--- src/rtl/aes_enc_pipe.sv ---
module aes_enc_pipe (
  input  logic         clk,
  input  logic         rst_n,
  input  logic         start,
  input  logic         cbc_mode,
  input  logic         new_msg,
  input  logic [1:0]   key_len,
  input  logic [255:0] key_in,
  input  logic [127:0] iv_in,
  input  logic [127:0] din,
  output logic [127:0] dout,
  output logic         done,
  output logic         busy
);

  function automatic logic [3:0] g16_mul(input logic [3:0] a, input logic [3:0] b);
    logic [3:0] p, t;
    p = 4'h0;
    t = a;
    for (int k = 0; k < 4; k++) begin
      if (b[k]) p = p ^ t;
      t = {t[2:0], 1'b0} ^ (t[3] ? 4'h3 : 4'h0);
    end
    return p;
  endfunction

  function automatic logic [3:0] g16_inv(input logic [3:0] a);
    logic [3:0] a2, a4, a8;
    a2 = g16_mul(a, a);
    a4 = g16_mul(a2, a2);
    a8 = g16_mul(a4, a4);
    return g16_mul(g16_mul(a2, a4), a8);
  endfunction

  function automatic logic [3:0] find_lam();
    logic [3:0] res;
    logic hit;
    res = 4'h0;
    for (int l = 15; l >= 1; l--) begin
      hit = 1'b0;
      for (int t = 0; t < 16; t++)
        if ((g16_mul(4'(t), 4'(t)) ^ 4'(t)) == 4'(l)) hit = 1'b1;
      if (!hit) res = 4'(l);
    end
    return res;
  endfunction

  localparam logic [3:0] LAM = find_lam();

  function automatic logic [7:0] c_mul(input logic [7:0] a, input logic [7:0] b);
    logic [3:0] hh;
    hh = g16_mul(a[7:4], b[7:4]);
    return {hh ^ g16_mul(a[7:4], b[3:0]) ^ g16_mul(a[3:0], b[7:4]),
            g16_mul(hh, LAM) ^ g16_mul(a[3:0], b[3:0])};
  endfunction

  function automatic logic [7:0] c_inv(input logic [7:0] a);
    logic [3:0] dl, di;
    dl = g16_mul(g16_mul(a[7:4], a[7:4]), LAM) ^ g16_mul(a[7:4], a[3:0]) ^ g16_mul(a[3:0], a[3:0]);
    di = g16_inv(dl);
    return {g16_mul(a[7:4], di), g16_mul(a[7:4] ^ a[3:0], di)};
  endfunction

  function automatic logic [7:0] find_root();
    logic [7:0] res, p1, p2, p3, p4, p8;
    res = 8'h00;
    for (int c = 255; c >= 1; c--) begin
      p1 = 8'(c);
      p2 = c_mul(p1, p1);
      p3 = c_mul(p2, p1);
      p4 = c_mul(p2, p2);
      p8 = c_mul(p4, p4);
      if ((p8 ^ p4 ^ p3 ^ p1 ^ 8'h01) == 8'h00) res = p1;
    end
    return res;
  endfunction

  function automatic logic [7:0] lin_map(input logic [63:0] cols, input logic [7:0] v);
    logic [7:0] o;
    o = 8'h00;
    for (int i = 0; i < 8; i++)
      if (v[i]) o = o ^ cols[8*i +: 8];
    return o;
  endfunction

  function automatic logic [63:0] build_to(input logic [7:0] r);
    logic [63:0] cols;
    logic [7:0] pw;
    cols = 64'h0;
    pw = 8'h01;
    for (int i = 0; i < 8; i++) begin
      cols[8*i +: 8] = pw;
      pw = c_mul(pw, r);
    end
    return cols;
  endfunction

  function automatic logic [63:0] build_from(input logic [63:0] tc);
    logic [63:0] fc;
    fc = 64'h0;
    for (int j = 0; j < 8; j++)
      for (int v = 0; v < 256; v++)
        if (lin_map(tc, 8'(v)) == (8'h01 << j)) fc[8*j +: 8] = 8'(v);
    return fc;
  endfunction

  localparam logic [7:0]  ROOT    = find_root();
  localparam logic [63:0] TO_CF   = build_to(ROOT);
  localparam logic [63:0] FROM_CF = build_from(TO_CF);

  function automatic logic [7:0] affine(input logic [7:0] a);
    return a ^ {a[6:0], a[7]} ^ {a[5:0], a[7:6]} ^ {a[4:0], a[7:5]} ^ {a[3:0], a[7:4]} ^ 8'h63;
  endfunction

  function automatic logic [7:0] sbox(input logic [7:0] x);
    return affine(lin_map(FROM_CF, c_inv(lin_map(TO_CF, x))));
  endfunction

  function automatic logic [7:0] xtime(input logic [7:0] a);
    return {a[6:0], 1'b0} ^ (a[7] ? 8'h1b : 8'h00);
  endfunction

  function automatic logic [127:0] stage_map(input logic [127:0] s);
    logic [127:0] o;
    o = '0;
    for (int b = 0; b < 16; b++) o[8*b +: 8] = lin_map(TO_CF, s[8*b +: 8]);
    return o;
  endfunction

  function automatic logic [127:0] stage_inv(input logic [127:0] s);
    logic [127:0] o;
    o = '0;
    for (int b = 0; b < 16; b++) o[8*b +: 8] = c_inv(s[8*b +: 8]);
    return o;
  endfunction

  function automatic logic [127:0] stage_unmap_shift(input logic [127:0] s);
    logic [127:0] o;
    o = '0;
    for (int r = 0; r < 4; r++)
      for (int c = 0; c < 4; c++)
        o[127 - 8*(r + 4*c) -: 8] = affine(lin_map(FROM_CF, s[127 - 8*(r + 4*((c + r) % 4)) -: 8]));
    return o;
  endfunction

  function automatic logic [127:0] stage_mix(input logic [127:0] s);
    logic [127:0] o;
    logic [7:0] a0, a1, a2, a3;
    o = '0;
    for (int c = 0; c < 4; c++) begin
      a0 = s[127 - 32*c -: 8];
      a1 = s[119 - 32*c -: 8];
      a2 = s[111 - 32*c -: 8];
      a3 = s[103 - 32*c -: 8];
      o[127 - 32*c -: 32] = {xtime(a0) ^ xtime(a1) ^ a1 ^ a2 ^ a3,
                             a0 ^ xtime(a1) ^ xtime(a2) ^ a2 ^ a3,
                             a0 ^ a1 ^ xtime(a2) ^ xtime(a3) ^ a3,
                             xtime(a0) ^ a0 ^ a1 ^ a2 ^ xtime(a3)};
    end
    return o;
  endfunction

  logic [127:0] st, st_nx, chain_q, rk;
  logic [255:0] key_q;
  logic [1:0]   klen_q, ph;
  logic [3:0]   rnd, nk, nr;
  logic [2:0]   kpos;
  logic         past;
  logic [7:0]   rcon;
  logic [31:0]  win [8];
  logic [31:0]  prev, sub_in, sub_w, tmp, wnext;

  assign nk     = (klen_q == 2'd0) ? 4'd4 : (klen_q == 2'd1) ? 4'd6 : 4'd8;
  assign nr     = nk + 4'd6;
  assign prev   = win[0];
  assign sub_in = (kpos == 3'd0) ? {prev[23:0], prev[31:24]} : prev;
  assign sub_w  = {sbox(sub_in[31:24]), sbox(sub_in[23:16]), sbox(sub_in[15:8]), sbox(sub_in[7:0])};
  assign tmp    = (kpos == 3'd0) ? (sub_w ^ {rcon, 24'h0}) :
                  ((nk == 4'd8) && (kpos == 3'd4)) ? sub_w : prev;
  assign wnext  = past ? (win[3'(nk - 4'd1)] ^ tmp) : key_q[8'd255 - {kpos, 5'd0} -: 32];
  assign rk     = {win[2], win[1], win[0], wnext};

  always_comb begin
    st_nx = st;
    if (rnd == 4'd0) begin
      if (ph == 2'd3) st_nx = st ^ rk;
    end else begin
      case (ph)
        2'd0: st_nx = stage_map(st);
        2'd1: st_nx = stage_inv(st);
        2'd2: st_nx = stage_unmap_shift(st);
        default: st_nx = ((rnd == nr) ? st : stage_mix(st)) ^ rk;
      endcase
    end
  end

  always_ff @(posedge clk or negedge rst_n) begin
    if (!rst_n) begin
      st <= '0; chain_q <= '0; key_q <= '0; dout <= '0;
      klen_q <= '0; ph <= '0; rnd <= '0; kpos <= '0;
      past <= 1'b0; rcon <= 8'h01; done <= 1'b0; busy <= 1'b0;
      for (int k = 0; k < 8; k++) win[k] <= '0;
    end else begin
      done <= 1'b0;
      if (!busy) begin
        if (start) begin
          st     <= din ^ (cbc_mode ? (new_msg ? iv_in : chain_q) : 128'h0);
          key_q  <= key_in;
          klen_q <= key_len;
          busy   <= 1'b1;
          ph     <= '0;
          rnd    <= '0;
          kpos   <= '0;
          past   <= 1'b0;
          rcon   <= 8'h01;
        end
      end else begin
        st <= st_nx;
        ph <= ph + 2'd1;
        for (int k = 7; k > 0; k--) win[k] <= win[k-1];
        win[0] <= wnext;
        if (kpos == 3'(nk - 4'd1)) begin
          kpos <= '0;
          past <= 1'b1;
        end else begin
          kpos <= kpos + 3'd1;
        end
        if (past && kpos == 3'd0) rcon <= xtime(rcon);
        if (ph == 2'd3) begin
          rnd <= rnd + 4'd1;
          if (rnd == nr) begin
            busy    <= 1'b0;
            done    <= 1'b1;
            dout    <= st_nx;
            chain_q <= st_nx;
          end
        end
      end
    end
  end

  assert_done_pulse_R5: assert property (@(posedge clk) disable iff (!rst_n)
    done |=> !done) else $error("done wider than one cycle");

  assert_dout_hold_R5: assert property (@(posedge clk) disable iff (!rst_n)
    !done |-> $stable(dout)) else $error("dout moved without done");

  assert_key_held_R6: assert property (@(posedge clk) disable iff (!rst_n)
    busy |=> $stable(key_q)) else $error("key reloaded while busy");

  assert_done_after_busy_R4: assert property (@(posedge clk) disable iff (!rst_n)
    done |-> $past(busy)) else $error("done without a run");

  assert_round_bound_R1: assert property (@(posedge clk) disable iff (!rst_n)
    busy |-> (rnd <= nr)) else $error("round count beyond key size limit");

  assert_start_accept_R6: assert property (@(posedge clk) disable iff (!rst_n)
    (start && !busy) |=> busy) else $error("idle start not accepted");

endmodule

--- config.mk ---
export PLATFORM = sky130hd
export DESIGN_NAME = aes_enc_pipe
export DESIGN_NICKNAME = d
export VERILOG_FILES = /design/src/rtl/aes_enc_pipe.sv
export SDC_FILE = /design/constraint.sdc
export NUM_CORES = 2
export LEC_CHECK = 0
export ABC_CLOCK_PERIOD_IN_PS = 13950
export BUFFER_PORTS_ARGS = -buffer_cell sky130_fd_sc_hd__clkbuf_2
export CAP_MARGIN = 20
export CORE_MARGIN = 8
export CORE_UTILIZATION = 30
export DETAILED_ROUTE_END_ITERATION = 6
export PLACE_DENSITY = 0.51
export SLEW_MARGIN = 20
export SYNTH_ARGS = -nofsm -noshare
export SYNTH_HDL_FRONTEND = slang
export SYNTH_SLANG_ARGS = --single-unit
--- constraint.sdc ---
create_clock -name clk -period 13.95 [get_ports clk]
set_clock_uncertainty 0.05 [all_clocks]
set_input_delay 1.395 -clock clk [delete_from_list [all_inputs] [get_ports clk]]
set_output_delay 1.395 -clock clk [all_outputs]
set_load 0.02 [all_outputs]
Yosys cells after proc, flatten, opt, wreduce, memory -nomap -nowiden --
Index checks and enable logic that the tools add are counted.
Storage, ports and cells: output and inout bits 130, bits in latches 0, bits in registers 790, logic and storage cells 5025, RAM bits 0, memories 0, bits in read-only memories 0, input port bits 519
Cells by class: eq/ne operators 11, shift-type cells 1, bitwise gates (word level) 1608, magnitude comparators 1, multiply operators 0, $add $sub $neg 6, muxes and demuxes 3367, div/mod/pow operators 0, reductions and logical operators 12
Operator list (count):
- 4-bit two-way mux | 2053
- 8-bit two-way mux | 603
- 4-bit bitwise XOR | 660
- 4-bit by 2-bit bitwise XOR with 4-bit output | 480
- 8-bit bitwise XOR | 144
- 2-bit two-way mux | 502
- 128-bit two-way mux | 7
- 7-bit two-way mux | 80
- 128-bit one-hot mux with 3 select lines | 1
- 128-bit bitwise XOR | 3
- 6-bit two-way mux | 60
- 4-bit NOT | 76
- 3-bit NOT | 100
- 287-bit by 9-bit indexed part select with 32-bit output | 1
- 32-bit two-way mux | 6
- 5-bit NOT | 36
- 8-bit by 5-bit bitwise XOR with 8-bit output | 17
- 6-bit NOT | 20
- 32-bit binary-select mux with 3-bit select | 1
- 5-bit two-way mux | 17
- 32-bit bitwise XOR | 2
- 2-bit NOT | 20
- 1-bit NOT | 37
- 1-bit two-way mux | 34
- other kinds (26) | 46

Logic depth before layout (Yosys ltp) --
depth after elaboration 101, depth in mapped cells 42, depth with buffers taken out 32

Worst setup path after synthesis --
OpenSTA, ideal clock, no wires.
kind register -> register, from register kpos[0], to register chain_q[2], clock period less this slack 9863 ps, arrival time 9683 ps, library setup time 131 ps, buffers on the path 8, stages on the path, launching flop included 38, data required time 13769 ps, setup slack 4087 ps, cell sequence dfrtp_1 -> clkbuf_1 -> buf_1 -> buf_1 -> clkbuf_1 -> inv_1 -> ha_1 -> nor2b_2 -> buf_6 -> mux2i_2 -> clkinv_2 -> ha_1 -> xnor3_1 -> a21oi_1 -> xor2_1 -> xor2_2 -> buf_4 -> xnor2_1 -> (+2 left out) -> clkbuf_1 -> clkinv_1 -> o211ai_1 -> a211oi_1 -> a211o_1 -> nor2_1 -> buf_4 -> nor3_1 -> or3b_1 -> xnor2_1 -> xnor2_1 -> xor3_2 -> and3_1 -> a2111o_1 -> a211oi_2 -> mux2_1 -> a221oi_2 -> o21ai_1
On the way: cells in the longest elaborated chain, start to end 81, elaborated cells on any way between the ends 168, those cells by class add/sub (1); eq/ne (1); shift (1); mux (87); bitwise (76); reduce/logical (2)
RTL lines:
- start, declared | RTL line 167 | logic [2:0] kpos;
- start signal, assigned | RTL line 226 | kpos <= kpos + 3'd1;
- 3-bit zero test | RTL line 176, 178
- 32-bit two-way mux | RTL line 176 | assign sub_in = (kpos == 3'd0) ? {prev[23:0], prev[31:24]} : prev;
- 6-bit two-way mux | RTL line 82 | if (v[i]) o = o ^ cols[8*i +: 8];
- 7-bit two-way mux (2 in a row) | RTL line 82
- 4-bit NOT (no source line)
- 6-bit two-way mux | RTL line 82
- 8-bit two-way mux | RTL line 82
- 3-bit NOT (no source line)
- (+62 left out)
- 8-bit bitwise XOR (3 in a row) | RTL line 112 | return a ^ {a[6:0], a[7]} ^ {a[5:0], a[7:6]} ^ {a[4:0], a[7:5]} ^ {a[3:0], a[7:4]} ^ 8'h63;
- 32-bit two-way mux or 32-bit bitwise XOR (tied branches) | RTL line 179, 178
- 32-bit two-way mux | RTL line 178 | assign tmp = (kpos == 3'd0) ? (sub_w ^ {rcon, 24'h0}) :
- 32-bit bitwise XOR | RTL line 180 | assign wnext = past ? (win[3'(nk - 4'd1)] ^ tmp) : key_q[8'd255 - {kpos, 5'd0} -: 32];
- 32-bit two-way mux * | RTL line 180
- 128-bit bitwise XOR, on equally long branches | RTL line 192, 186
- 128-bit one-hot mux with 3 select lines or 128-bit two-way mux (tied branches) | RTL line 188, 186
- 128-bit two-way mux * | RTL line 185 | if (rnd == 4'd0) begin
- end signal, assigned | RTL line 235 | chain_q <= st_nx;
- end, declared | RTL line 163 | logic [127:0] st, st_nx, chain_q, rk;
Every way passes the cells marked *; elsewhere a longest branch is shown, timed or not. A chain may end at the register's enable or synchronous reset.

Worst setup path after layout --
from register kpos[0], to register st[2]
On the way: cells in the longest elaborated chain, start to end 82, elaborated cells on any way between the ends 169, those cells by class add/sub (1); eq/ne (1); shift (1); mux (88); bitwise (76); reduce/logical (2)
RTL lines:
- 3-bit zero test | RTL line 176, 178
- 32-bit two-way mux | RTL line 176
- 6-bit two-way mux | RTL line 82
- 7-bit two-way mux (2 in a row) | RTL line 82
- 4-bit NOT (no source line)
- 6-bit two-way mux | RTL line 82
- 8-bit two-way mux | RTL line 82
- 3-bit NOT (no source line)
- (+65 left out)
- 32-bit two-way mux or 32-bit bitwise XOR (tied branches) | RTL line 179, 178
- 32-bit two-way mux | RTL line 178
- 32-bit bitwise XOR | RTL line 180
- 32-bit two-way mux * | RTL line 180
- 128-bit bitwise XOR, on equally long branches | RTL line 192, 186
- 128-bit one-hot mux with 3 select lines or 128-bit two-way mux (tied branches) | RTL line 188, 186
- 128-bit two-way mux * | RTL line 185
- 128-bit two-way mux * | RTL line 205 | if (!busy) begin
- end signal, assigned | RTL line 207 | st <= din ^ (cbc_mode ? (new_msg ? iv_in : chain_q) : 128'h0);
- end signal, assigned | RTL line 218 | st <= st_nx;
- end, declared | RTL line 163
Marked as above.

==> flow_metrics.py <==
metrics = {
    "logic_synthesis": {
        "synth_area_per_cell_um2": 7.811,
        "async_reset_ff_share_pct": 100.0,
        "synth_top_area_share_pct": 23.12,
        "muxShareOfSynthArea_pct": 9.896,
        "synth_ff_type": "dfrtp_1",
        "yosysSeqAreaShare_pct": 23.16,
        "ys_ff_latch": 790,
        "yosys_warnings": 0,
        "synth_top_family_by_area": "XOR/XNOR gates",
        "netlist_top_cells_area": "dfrtp_1 (23%), xnor2_1 (16%), nand2_1 (10%), xor2_1 (6.6%), mux2_2 (5.6%)",
        "synth-xor-area-share_pct": 24.68,
        "synth_fa_ha_area_share_pct": 2.307,
        "synth_cell_type_count": 124,
        "synth_fp_nets": 11610,
        "netlist_area_um2": 85380,
        "yosysMostFrequentCell": "nand2_1",
        "postSynthCellCount": 10930,
        "synth_edf_count": 0,
        "yosys.area.top_type": "dfrtp_1",
        "synthTopCellsByCount": "nand2_1 (2271), xnor2_1 (1584), dfrtp_1 (789)",
        "synth_compound_area_share_pct": 17.44,
        "yosys.area_share.simple_pct": 17.70,
    },
    "status": {
        "violations": "DRC",
        "status": "finished with violations",
    },
    "critical_path": {
        "critPathKind": "reg2reg",
        "path_common_cell": "xnor2_1",
        "max_stage_delay_ns": 0.82,
        "crit_path_end_kind": "flip-flop",
        "crit_arrival_ns": 11.61,
        "critical_path.slowest_cell": "nor2b_4",
        "crit_fanout": 37,
        "cp.required_ns": 14.50,
        "startpoint_type": "flip-flop",
    },
    "timing": {
        "rsz0062_at_grt": "no",
        "post-route-period-util_pct": 79.26,
        "max_slew_margin_pct": 16.52,
        "worst_pin_slew_ns": 1.246,
        "setup_tns_ns": 0,
        "slew_viol_final": 0,
        "finalSetupViolations": 0,
        "fmax_mhz": 90.45,
        "period_needed_ns": 11.06,
        "layout_setup_ws_ns": 2.894,
        "hold_viol_final": 0,
    },
    "min_path": {
        "holdCritPathClass": "reg2reg",
    },
    "layout": {
        "num-fill-cells": 30130,
        "instances_no_fill": 14870,
        "drive_gt1_share_pct": 15.62,
        "final_nets": 11700,
        "fin_area_um2": 95280,
        "area_growth_pct": 11.60,
    },
    "grt": {
        "grt_max_degree": 187,
        "grt_overflow": 0,
        "grt_pass1_wl_um": 506800,
        "grt_pass1_vias": 73860,
        "grtUsageTotal_pct": 21.73,
        "antenna_found_initial": 22,
    },
    "clocking": {
        "cts_tree": "done",
        "post_cts.repair.setup_buffers": 0,
        "ctsLongestPathBuffers": 3,
        "numCtsBuffers": 95,
        "worstSkewPairLatency_ns": 0.76,
        "htreeDepth": 3,
        "cts_resized": 0,
        "clock-sinks": 790,
        "clkTransAtPathRegs_ns": 0.06,
        "root_buffer": "clkbuf_16",
        "cts_hold_buf": 0,
    },
    "detailed_routing": {
        "vias": 79610,
        "ant_nets": 0,
        "drt_wl_total_um": 344600,
        "drt-vias-per-instance": 5.353,
        "drt_pass1_iterations": 7,
        "drc": 9,
        "wire_per_inst_um": 23.17,
        "first_iter_violations": 8484,
    },
    "die": {
        "die_h_um": 549.5,
        "die_x_um": 549.5,
        "rows": 196,
        "dieArea_um2": 301900,
        "start_util_pct": 30.04,
        "core-area_um2": 284200,
        "io_pins": 649,
    },
    "placement": {
        "place.gp.congestion": 0.9237,
        "place_area_um2": 92010,
        "dpl.hpwl_um": 254700,
        "place_ws_ns": 3.128,
        "dp.cells": 14690,
        "port_buffers": 648,
    },
    "flow_run": {
        "maxCapViolCount": 0,
    },
}
==> worst max-delay path: cells and delay by family (launching register included) <==
kind	cells	cell delay, ns
xor gates and xnor gates	8	2.77
DFF	1	0.70
and+or+nand+nor	4	2.15
buffers and inverters	3	1.14
adders and majority gates	3	1.08
AOI/OAI and AO/OA	9	2.13
muxes	2	0.84
==> kinds of logic (layout without fill, tap and decap cells) <==
logic type      count (synthesis)  after routing
compound gates               2299           2299
xor+xnor                     2303           2303
fa+ha+maj                     158            158
buf+inv                      1046           1219
flops                         790            790
mux                           694            694
other cells                     0              7
simple gates                 3641           3641
==> state kept, by name, summed over array words and instances (netlist names) <==
signal / count
busy: 1
chain_q: 128
done: 1
key_q: 256
klen_q: 2
kpos: 3
past: 1
ph: 2
prev: 32
rcon: 8
rk: 64
rnd: 4
st: 128
win: 160
==> layer usage <==
layer	wire [µm]	track usage, %	vias up
li1	-	-	37620
met3	27130	3.601	491
met4	16260	8.932	8
met2	147600	32.94	3157
met1	153500	30.52	38330
met5	53	0	-
==> cell usage in the layout, fill, tap and decap left out, types with 167 or more instances in the layout <==
cell and count:
buf_4 271, nor2_1 692, mux2i_1 179, clkbuf_2 644, a21oi_1 503, xor2_1 641, dfrtp_1 782, nand2_1 2267
o21ai_0 729, xnor2_1 1583, nand3_1 167, mux2_2 423
==> final cells by class <==
cell class / count / area, µm² / share of cell area, %
multi-input combinational: 9095 / 61640 / 64.69
sequential: 790 / 19780 / 20.76
timing repair buffer: 924 / 5419 / 5.687
tap: 3762 / 4707 / 4.940
clock buffer: 129 / 2705 / 2.839
clock inverter: 44 / 548.0 / 0.5752
inverter: 122 / 465.4 / 0.4885
antenna: 7 / 17.52 / 0.01838
==> stage by stage <==
| stage | hold WS, ns | utilization [%] |
|---|---|---|
| 2_1_floorplan | 0.3903 | - |
| 5_1_grt | 0.4358 | 33.52 |
| 3_3_place_gp | 0.4027 | 32.37 |
| 6_report | 0.4181 | 33.52 |
| 3_5_place_dp | 0.4065 | 32.37 |
| 4_1_cts | 0.4218 | 33.52 |
==> worst paths after layout <==
path	startpoint	slack [ns]	end	depth (start not counted)
max	kpos[0]$_DFFE_PN0P_	2.89	st[2]$_DFFE_PN0P_	29
min	key_q[178]$_DFFE_PN0P_	0.42	key_q[178]$_DFFE_PN0P_	2
max reg2reg	kpos[0]$_DFFE_PN0P_	2.89	st[2]$_DFFE_PN0P_	29
min reg2reg	key_q[178]$_DFFE_PN0P_	0.42	key_q[178]$_DFFE_PN0P_	2
max in group asynchronous	rst_n	10.36	st[41]$_DFFE_PN0P_	4
min in group asynchronous	rst_n	0.57	key_q[35]$_DFFE_PN0P_	1
Power is not shown: default switching activity piles up to over one toggle a cycle in this logic, so the estimate is an artifact.
